[config.mk]
export PLATFORM = sky130hd
export DESIGN_NAME = smt_rob_alloc
export DESIGN_NICKNAME = d
export VERILOG_FILES = /design/src/rtl/smt_rob_alloc.sv
export SDC_FILE = /design/constraint.sdc
export NUM_CORES = 1
export LEC_CHECK = 0
export BUFFER_PORTS_ARGS = -buffer_cell sky130_fd_sc_hd__buf_2
export CAP_MARGIN = 15
export CORE_ASPECT_RATIO = 1.5
export CORE_MARGIN = 2
export CORE_UTILIZATION = 64
export CTS_BUF_LIST = sky130_fd_sc_hd__clkbuf_8
export DETAILED_ROUTE_END_ITERATION = 6
export MAX_ROUTING_LAYER = met4
export PLACE_DENSITY = 0.84
export SLEW_MARGIN = 20
export SYNTH_ARGS = -nofsm -noshare
export SYNTH_HDL_FRONTEND = slang
export SYNTH_SLANG_ARGS = --single-unit
[constraint.sdc]
create_clock -name clk -period 4.2 [get_ports clk]
set_input_delay 0.21 -clock clk [delete_from_list [all_inputs] [get_ports clk]]
set_output_delay 0.21 -clock clk [all_outputs]
set_load 0.005 [all_outputs]
[src/rtl/smt_rob_alloc.sv]
module smt_rob_alloc #(
  parameter int NUM_ENTRIES = 32,
  parameter int MAX_THREADS = 4,
  localparam int CW = $clog2(NUM_ENTRIES + 1),
  localparam int TW = (MAX_THREADS > 1) ? $clog2(MAX_THREADS) : 1,
  localparam int NW = $clog2(MAX_THREADS + 1)
) (
  input  logic                        clk,
  input  logic                        rst_n,
  input  logic [1:0]                  policy,
  input  logic [NW-1:0]               cfg_threads,
  input  logic [MAX_THREADS-1:0]      active_mask,
  input  logic [CW-1:0]               threshold,
  input  logic                        ins_valid,
  input  logic [TW-1:0]               ins_tid,
  input  logic                        ret_valid,
  input  logic [TW-1:0]               ret_tid,
  output logic [MAX_THREADS*CW-1:0]   limit_flat,
  output logic [MAX_THREADS*CW-1:0]   free_flat,
  output logic [CW-1:0]               global_free,
  output logic                        full,
  output logic                        ins_error
);

  localparam logic [1:0] POL_PART = 2'd1;
  localparam logic [1:0] POL_THR  = 2'd2;
  localparam logic [CW-1:0] TOTAL = CW'(NUM_ENTRIES);

  logic [CW-1:0]          occ_q [MAX_THREADS];
  logic [CW-1:0]          lim_q [MAX_THREADS];
  logic [CW-1:0]          lim_nx [MAX_THREADS];
  logic [CW-1:0]          base_lim [MAX_THREADS];
  logic [CW-1:0]          g_occ_q;
  logic [MAX_THREADS-1:0] cfg_mask, eff_mask, prev_mask_q;
  logic                   init_q;
  int                     act_cnt, cfg_cnt;

  function automatic logic [CW-1:0] share(input int n);
    share = (n > 0) ? CW'(NUM_ENTRIES / n) : TOTAL;
  endfunction

  always_comb begin
    for (int t = 0; t < MAX_THREADS; t++)
      cfg_mask[t] = (t < int'(cfg_threads));
    cfg_cnt = (int'(cfg_threads) > MAX_THREADS) ? MAX_THREADS : int'(cfg_threads);
  end

  assign eff_mask = active_mask & cfg_mask;
  assign act_cnt  = $countones(eff_mask);

  always_comb begin
    for (int t = 0; t < MAX_THREADS; t++) begin
      if (!cfg_mask[t])            base_lim[t] = '0;
      else if (policy == POL_PART) base_lim[t] = share(cfg_cnt);
      else if (policy == POL_THR)  base_lim[t] = threshold;
      else                         base_lim[t] = TOTAL;
    end
  end

  always_comb begin
    for (int t = 0; t < MAX_THREADS; t++) begin
      lim_nx[t] = lim_q[t];
      if (init_q)
        lim_nx[t] = base_lim[t];
      else if (eff_mask != prev_mask_q && act_cnt != 0 && eff_mask[t]) begin
        if (policy == POL_PART)
          lim_nx[t] = share(act_cnt);
        else if (policy == POL_THR && act_cnt == 1)
          lim_nx[t] = TOTAL;
      end
    end
  end

  always_ff @(posedge clk or negedge rst_n) begin
    if (!rst_n) begin
      init_q      <= 1'b1;
      prev_mask_q <= '0;
      for (int t = 0; t < MAX_THREADS; t++) lim_q[t] <= '0;
    end else begin
      init_q      <= 1'b0;
      prev_mask_q <= eff_mask;
      for (int t = 0; t < MAX_THREADS; t++) lim_q[t] <= lim_nx[t];
    end
  end

  logic ins_ok, ret_ok, ret_in_range;

  assign full         = (g_occ_q == TOTAL);
  assign global_free  = TOTAL - g_occ_q;
  assign ins_ok       = ins_valid && !full;
  assign ret_in_range = (int'(ret_tid) < MAX_THREADS);
  assign ret_ok       = ret_valid && ret_in_range && (occ_q[ret_tid] != '0);

  always_ff @(posedge clk or negedge rst_n) begin
    if (!rst_n) begin
      g_occ_q   <= '0;
      ins_error <= 1'b0;
      for (int t = 0; t < MAX_THREADS; t++) occ_q[t] <= '0;
    end else begin
      ins_error <= ins_valid && full;
      g_occ_q   <= g_occ_q + CW'(ins_ok) - CW'(ret_ok);
      for (int t = 0; t < MAX_THREADS; t++)
        occ_q[t] <= occ_q[t]
                  + CW'(ins_ok && int'(ins_tid) == t)
                  - CW'(ret_ok && int'(ret_tid) == t);
    end
  end

  for (genvar t = 0; t < MAX_THREADS; t++) begin : g_out
    assign limit_flat[t*CW +: CW] = lim_q[t];
    assign free_flat[t*CW +: CW]  = (lim_q[t] > occ_q[t]) ? lim_q[t] - occ_q[t] : '0;
  end

endmodule


==> impl_metrics.py, run 1 <==
metrics = {
    "yosys": {
        "synth-edff-count": 0,
        "synth-async-reset-ratio_pct": 100,
        "synthCells": 1466,
        "syn_area_per_cell_um2": 7.57,
        "yosys_warnings": 0,
        "syn_area_um2": 11100,
        "yosys-top-cells-count": "nor2_1 (138), nand2_1 (111), a21oi_1 (105)",
        "synth.most_common_cell": "nor2_1",
        "yosysSeqAreaShare_pct": 13.5,
        "synth_top_area_share_pct": 13.3,
        "synth_largest_area_cell": "dfrtp_1",
        "synth_area_leaders": "dfrtp_1 (13%), ha_1 (9.8%), xnor2_1 (6.1%)",
        "ys_ff_latch": 60,
        "synthDistinctLibCells": 135,
        "ys.flop_type": "dfrtp_1",
    },
    "global_route": {
        "grt_max_degree": 61,
        "track_usage_pct": 98.8,
        "grt_pass1_vias": 22700,
        "overflow": 1588,
        "grt_pass1_wl_um": 141000,
    },
    "placed_design": {
        "io_buffers": 78,
        "dp.final_hpwl_um": 40100,
        "placedCellCount": 2196,
        "preCtsSetupSlack_ps": -7370,
        "gp_congestion": 1.11,
        "placed_area_um2": 15300,
    },
    "clock_network": {
        "clockBufferDepth": 2,
        "h-tree-depth": 3,
        "cts.sinks": 60,
        "numCtsBuffers": 9,
        "root_buffer": "clkbuf_8",
    },
    "floorplan": {
        "fp.dieH_um": 165,
        "row_count": 59,
        "die_x_um": 111,
        "io_pins": 79,
        "initial_core_util_pct": 64.5,
    },
    "run_status": {
        "outcome": "aborted with a tool error",
        "haltStage": "global routing (5_1_grt)",
        "tool.error": "[ERROR GRT-0116] Global routing finished with congestion. Check the congestion regions in the DRC Viewer.",
    },
}
-- cells by family after synthesis --
logic type | Yosys count | share of synthesized area, %
simple gates | 542 | 26.8
compound gates | 499 | 31.9
buf+inv | 145 | 5.58
xor+xnor | 102 | 8.45
fa+ha+maj | 97 | 11.6
flops | 60 | 13.5
mux | 20 | 2.03
other cells | 1 | 0.0338
-- metal layers --
| metal | global-route usage, % | GRT overflow |
|---|---|---|
| met2 | 134 | 1284 |
| met1 | 86.0 | 17 |
| met3 | 64.5 | 14 |
| met4 | 111 | 273 |
| met5 | - | - |
-- metrics by stage --
stage	utilization (%)	setup TNS, ps
3_3_place_gp	89.1	-89200
3_5_place_dp	89.1	-100320
2_1_floorplan	-	-89970
4_1_cts	96.8	-85330
-- repair_timing --
action,CTS
endpoints found under the setup margin,18
cloned,1
pin swaps,72
setup buffers,72
gates resized for setup,133
hold buffers,0
==> run 2, diff against run 1 <==
--- a/config.mk
+++ b/config.mk
@@ -7,13 +7,10 @@
 export LEC_CHECK = 0
 export BUFFER_PORTS_ARGS = -buffer_cell sky130_fd_sc_hd__buf_2
 export CAP_MARGIN = 15
-export CORE_ASPECT_RATIO = 1.5
 export CORE_MARGIN = 2
-export CORE_UTILIZATION = 64
-export CTS_BUF_LIST = sky130_fd_sc_hd__clkbuf_8
+export CORE_UTILIZATION = 40
 export DETAILED_ROUTE_END_ITERATION = 6
-export MAX_ROUTING_LAYER = met4
-export PLACE_DENSITY = 0.84
+export PLACE_DENSITY_LB_ADDON = 0.15
 export SLEW_MARGIN = 20
 export SYNTH_ARGS = -nofsm -noshare
 export SYNTH_HDL_FRONTEND = slang
==> impl_metrics.py, run 2 <==
metrics = {
    "run_status": {
        "outcome": "finished, violations left",
        "violations": "negative setup slack",
    },
    "setup_path": {
        "worstSetupStartpointType": "input port",
        "crit_path_start": "cfg_threads[0]",
        "slowest_stage": "or4_4",
        "rrSetupSlack_ps": 880,
        "cp.required_ps": 4410,
        "cp_max_fo": 8,
        "cp-end-kind": "flip-flop",
        "arrival_ps": 10730,
        "critical_path_class": "input port to flip-flop",
        "cpPeakStageDelay_ps": 550,
        "r2r_end": "occ_q[4]",
        "critPathMostFrequentCell": "nor2_4",
        "rr_worst_depth": 14,
        "rr_startpoint": "occ_q[18]",
    },
    "placed_design": {
        "dp.final_hpwl_um": 33100,
        "gp_congestion": 0.971,
        "io_buffers": 78,
        "preCtsSetupSlack_ps": -7000,
        "placed_area_um2": 15700,
    },
    "cells_and_area": {
        "fillers": 2341,
        "regArea_um2": 1500,
        "drive_above_1_share_pct": 43.0,
        "final_common_cell": "buf_4",
        "area_growth_pct": 57.5,
        "mostFrequentLayoutCells": "buf_4 (558), nor2_1 (123), nand2_1 (108)",
        "multiInputGateArea_um2": 9890,
        "design_area_um2": 17500,
        "nets": 2214,
        "utilization_pct": 64.5,
    },
    "run": {
        "cap_violations": 0,
    },
    "power": {
        "power.total_uw": 15300,
        "p_seq_share_pct": 6.7,
        "power.density_nw_per_um2": 877,
        "power.internal_uw": 8100,
        "p_comb_share_pct": 88.0,
        "cellLeakagePower_uw": 0.00810,
        "peakVddDrop_uv": 578,
        "p_clk_share_pct": 5.2,
        "power_switching_share_pct": 47.1,
        "power_switching_uw": 7220,
    },
    "timing": {
        "fin_crit_sh_pct": 250,
        "slew_headroom_pct": 36.4,
        "setup_ws_ps": -6310,
        "fmax_mhz": 95.1,
        "fin_skew_ps": 6.51,
        "hold_viol": 0,
        "setup_viol": 16,
        "rsz0062_at_grt": "true",
        "slew_violations": 0,
        "timing.final.crit_period_ps": 10510,
        "tightest_slew_ps": 951,
    },
    "clock_network": {
        "numCtsBuffers": 9,
        "root_buffer": "clkbuf_16",
        "h-tree-depth": 3,
        "clkLatencyLatePin_ps": 330,
        "cts_tree": "built",
        "clockBufferDepth": 2,
        "cts.sinks": 60,
        "clkTransAtPathRegs_ps": 60,
        "hold_buffers": 0,
    },
    "floorplan": {
        "die_x_um": 171,
        "die_area_um2": 29100,
        "fp.coreArea_um2": 27100,
        "initial_core_util_pct": 40.9,
        "io_pins": 79,
        "fp.dieH_um": 171,
        "row_count": 60,
    },
    "detailed_routing": {
        "ant_nets": 0,
        "dr.pass1.iters": 7,
        "postRouteWirelength_um": 42500,
        "drc": 0,
        "vias": 13800,
        "drt_iter0_drc": 1008,
        "routed_via_density": 5.57,
        "wl_per_cell_um": 17.2,
    },
    "global_route": {
        "grt_pass1_vias": 13700,
        "overflow": 0,
        "track_usage_pct": 28.6,
        "antenna_found_initial": 1,
        "grt_max_degree": 61,
        "grt_pass1_wl_um": 68200,
    },
    "yosys": {
        "ys_ff_latch": 60,
        "synthDistinctLibCells": 135,
        "yosys_warnings": 0,
        "synthCells": 1466,
        "yosysSeqAreaShare_pct": 13.5,
        "ys.flop_type": "dfrtp_1",
        "synth_area_leaders": "dfrtp_1 (13%), ha_1 (9.8%), xnor2_1 (6.1%)",
        "synth_largest_area_cell": "dfrtp_1",
        "yosys-top-cells-count": "nor2_1 (138), nand2_1 (111), a21oi_1 (105)",
        "synth-async-reset-ratio_pct": 100,
        "syn_area_um2": 11100,
        "synth_top_area_share_pct": 13.3,
        "synth.most_common_cell": "nor2_1",
        "syn_area_per_cell_um2": 7.57,
        "synth-edff-count": 0,
    },
    "min_path": {
        "min_path_type": "input port to asynchronous set/reset pin",
    },
}
-- run 2: cell counts after synthesis --
Identical to the previous run, type by type.
-- run 2: final cells by class --
| class | instances | share of cell area, % |
|---|---|---|
| diodes | 1 | 0.0143 |
| clock inverters | 5 | 0.430 |
| repair buffers | 663 | 28.1 |
| multi-input cells | 1264 | 56.6 |
| well taps | 372 | 2.66 |
| inverters | 96 | 2.12 |
| clock buffers | 11 | 1.39 |
| flip-flops and latches | 60 | 8.60 |
-- run 2: what timing repair did --
item                       in CTS  in global routing
buffers inserted               46                 30
gates cloned                    3                  0
gates resized for setup       111                 62
pin swaps                      70                 66
setup endpoints to repair      16                 16
-- run 2: kinds of logic (layout without fill, tap and decap cells) --
family                     Yosys count  after routing  share of synthesized area, %
AOI/OAI and AO/OA                  499            499                          31.9
other                                1              3                        0.0338
adders and majority gates           97             97                          11.6
muxes                               20             20                          2.03
xor gates and xnor gates           102            102                          8.45
buffers and inverters              145            775                          5.58
DFF                                 60             60                          13.5
and+or+nand+nor                    542            544                          26.8
-- run 2: worst max-delay path, delay by kind of cell --
kind	cells	cell delay, ps
AOI/OAI and AO/OA	16	3430
xor gates and xnor gates	2	340
adders and majority gates	5	1310
buffers and inverters	4	450
and+or+nand+nor	22	4980
-- run 2: how the worst max path moves through the flow --
stage / to / slack, ps / cells past startpoint
after floorplan: limit_flat[0] / -6850 / 53
after global routing: limit_flat[0] / -6690 / 59
after CTS: limit_flat[0] / -6140 / 52
final: limit_flat[0] / -6310 / 49
after detailed placement: limit_flat[0] / -7000 / 53
after global placement: limit_flat[0] / -6680 / 52
-- run 2: power by group through the flow --
stage	logic [uW]	registers [uW]	clock network [uW]
after floorplan	6690	982	0
after global placement	11500	1030	0
after detailed placement	11700	1040	0
after CTS	12700	1030	802
after global routing	14600	1060	837
final	13500	1030	801
-- run 2: through the flow --
stage | std cells | setup TNS, ps | hold WS, ps
after floorplan | 1467 | -89970 | -85.6
after global placement | 2378 | -91460 | 427
after detailed placement | 2378 | -95610 | 429
after CTS | 2441 | -81420 | 79.8
after global routing | 2472 | -89980 | 115
final | 2472 | -85000 | 33.2
-- run 2: layer usage --
metal / track usage [%] / part of all wire (%)
met4: 7.32 / 2.2
met5: 0 / 0
met1: 39.0 / 46
met2: 48.6 / 47
met3: 2.43 / 4.3
Note: power is estimated with default switching activity, not from simulation.
==> run 3, diff against run 2 <==
--- a/config.mk
+++ b/config.mk
@@ -7,6 +7,7 @@
 export LEC_CHECK = 0
 export BUFFER_PORTS_ARGS = -buffer_cell sky130_fd_sc_hd__buf_2
 export CAP_MARGIN = 15
+export CORE_ASPECT_RATIO = 0.75
 export CORE_MARGIN = 2
 export CORE_UTILIZATION = 40
 export DETAILED_ROUTE_END_ITERATION = 6
==> impl_metrics.py, run 3 (synthesis results as in run 2) <==
metrics = {
    "run_status": {
        "outcome": "finished, violations left",
        "violations": "negative setup slack",
    },
    "global_route": {
        "met3_usage_pct": 4.65,
        "grt_pass1_wl_um": 69400,
        "antenna_found_initial": 0,
        "top_usage_layer": "met1",
        "grt_pass1_vias": 13300,
        "grt_max_degree": 61,
        "use_met2_pct": 43.8,
        "use_met1_pct": 44.8,
        "track_usage_pct": 29.3,
        "overflow": 0,
    },
    "clock_network": {
        "h-tree-depth": 3,
        "clockBufferDepth": 2,
        "numCtsBuffers": 9,
        "clkLatencyLatePin_ps": 330,
        "cts.sinks": 60,
        "root_buffer": "clkbuf_16",
        "clkTransAtPathRegs_ps": 50,
        "cts_tree": "built",
        "hold_buffers": 0,
    },
    "cells_and_area": {
        "drive_above_1_share_pct": 42.0,
        "final_common_cell": "buf_4",
        "nets": 2215,
        "mostFrequentLayoutCells": "buf_4 (570), nor2_1 (127), nand2_1 (106)",
        "area_growth_pct": 56.1,
        "fillers": 2314,
    },
    "timing": {
        "setup_ws_ps": -6300,
        "tns_ps": -85720,
        "rsz0062_at_grt": "true",
        "fin_skew_ps": 9.46,
        "slew_headroom_pct": 35.1,
        "fmax_mhz": 95.3,
        "slew_violations": 0,
        "timing.final.crit_period_ps": 10500,
        "hold_viol": 0,
        "setup_viol": 16,
        "whs_ps": 38.3,
        "tightest_slew_ps": 963,
        "fin_crit_sh_pct": 250,
    },
    "placed_design": {
        "gp_congestion": 1.03,
        "io_buffers": 78,
        "dp.final_hpwl_um": 34600,
    },
    "power": {
        "power.internal_uw": 8140,
        "cellLeakagePower_uw": 0.00805,
        "peakVddDrop_uv": 423,
        "p_seq_share_pct": 6.7,
        "p_clk_share_pct": 5.3,
        "power.total_uw": 15300,
        "power.density_nw_per_um2": 886,
        "power_switching_share_pct": 47.0,
        "p_comb_share_pct": 88.0,
        "power_switching_uw": 7200,
    },
    "floorplan": {
        "die_area_um2": 29100,
        "die_x_um": 196,
        "fp.dieH_um": 148,
        "row_count": 52,
        "fp.coreArea_um2": 27100,
        "io_pins": 79,
        "initial_core_util_pct": 40.9,
    },
    "detailed_routing": {
        "drc": 0,
        "ant_nets": 0,
        "routed_via_density": 5.65,
        "vias": 13900,
        "drt_iter0_drc": 1167,
        "dr.pass1.iters": 5,
        "wl_per_cell_um": 17.8,
        "postRouteWirelength_um": 43600,
    },
    "setup_path": {
        "r2r_end": "occ_q[10]",
        "cpPeakStageDelay_ps": 480,
        "cp.required_ps": 4420,
        "rr_worst_depth": 15,
        "cp-end-kind": "flip-flop",
        "arrival_ps": 10720,
        "worstSetupStartpointType": "input port",
        "rr_startpoint": "occ_q[8]",
        "rrSetupSlack_ps": 930,
        "crit_path_start": "cfg_threads[0]",
        "slowest_stage": "fa_1",
        "critical_path_class": "input port to flip-flop",
        "cp_max_fo": 7,
    },
    "min_path": {
        "min_path_type": "input port to asynchronous set/reset pin",
    },
    "run": {
        "cap_violations": 0,
    },
}
==> run 3: changes by cell type in the layout (fill, tap and decap cells not counted), sizes merged <==
cell / delta
buf: +2
clkbuf: +2
clkinv: -2
bufbuf: +1
diode: +1
nand3: -1
nor2: -1
==> run 3: worst max path at each step <==
stage | end | slack (ps)
2_1_floorplan | limit_flat[0] | -6850
3_3_place_gp | limit_flat[0] | -6890
3_5_place_dp | limit_flat[0] | -6940
4_1_cts | limit_flat[0] | -6060
5_1_grt | limit_flat[18] | -6730
6_report | limit_flat[0] | -6300
==> run 3: final cells by class <==
| class | instances | area [um^2] | share of cell area (%) |
|---|---|---|---|
| clock buffer | 13 | 260 | 1.50 |
| tap | 351 | 439 | 2.54 |
| sequential | 60 | 1500 | 8.68 |
| timing repair buffer | 666 | 4910 | 28.4 |
| antenna | 2 | 5.00 | 0.0289 |
| inverter | 96 | 370 | 2.14 |
| clock inverter | 3 | 68.8 | 0.398 |
| multi-input combinational | 1262 | 9750 | 56.3 |
==> run 3: repair_timing <==
item / 4_1_cts / 5_1_grt
setup endpoints to repair: 16 / 16
resized for setup: 117 / 23
pin swaps: 65 / 30
buffers inserted: 41 / 16
gates cloned: 1 / 0
endpoints found under the hold margin: 0 / 0
==> run 3: power by group through the flow <==
stage / clock network, uW / registers [uW] / logic [uW]
global route: 851 / 1060 / 14500
CTS: 820 / 1040 / 12900
detailed placement: 0 / 1040 / 11900
finish: 813 / 1040 / 13500
floorplan: 0 / 982 / 6690
global placement: 0 / 1030 / 11800
==> run 3: metal layers <==
layer  wire length (um)  share of wire, %  vias to the layer above
li1                   -                 -                     6686
met1              21200                49                     6538
met2              18300                42                      582
met3               3670               8.4                       46
met4                428              0.98                        0
met5                  0                 0                        -
==> run 3: per-stage QoR <==
stage                     worst slack, ps  instance area [um^2]  util (%)  instances
final                               -6300                 17300      63.8       2453
after detailed placement            -6940                 15800      58.4       2378
after global routing                -6730                 17300      63.8       2451
after floorplan                     -6850                 11300         -       1467
after CTS                           -6060                 17100      62.9       2436
after global placement              -6890                 15800      58.4       2378
==> run 3: worst max-delay path, delay by kind of cell <==
kind                       cells  cell delay (ps)
and+or+nand+nor               22             4350
buffers and inverters         11             1400
xor gates and xnor gates       1              360
adders and majority gates      6             1450
AOI/OAI and AO/OA             16             2940
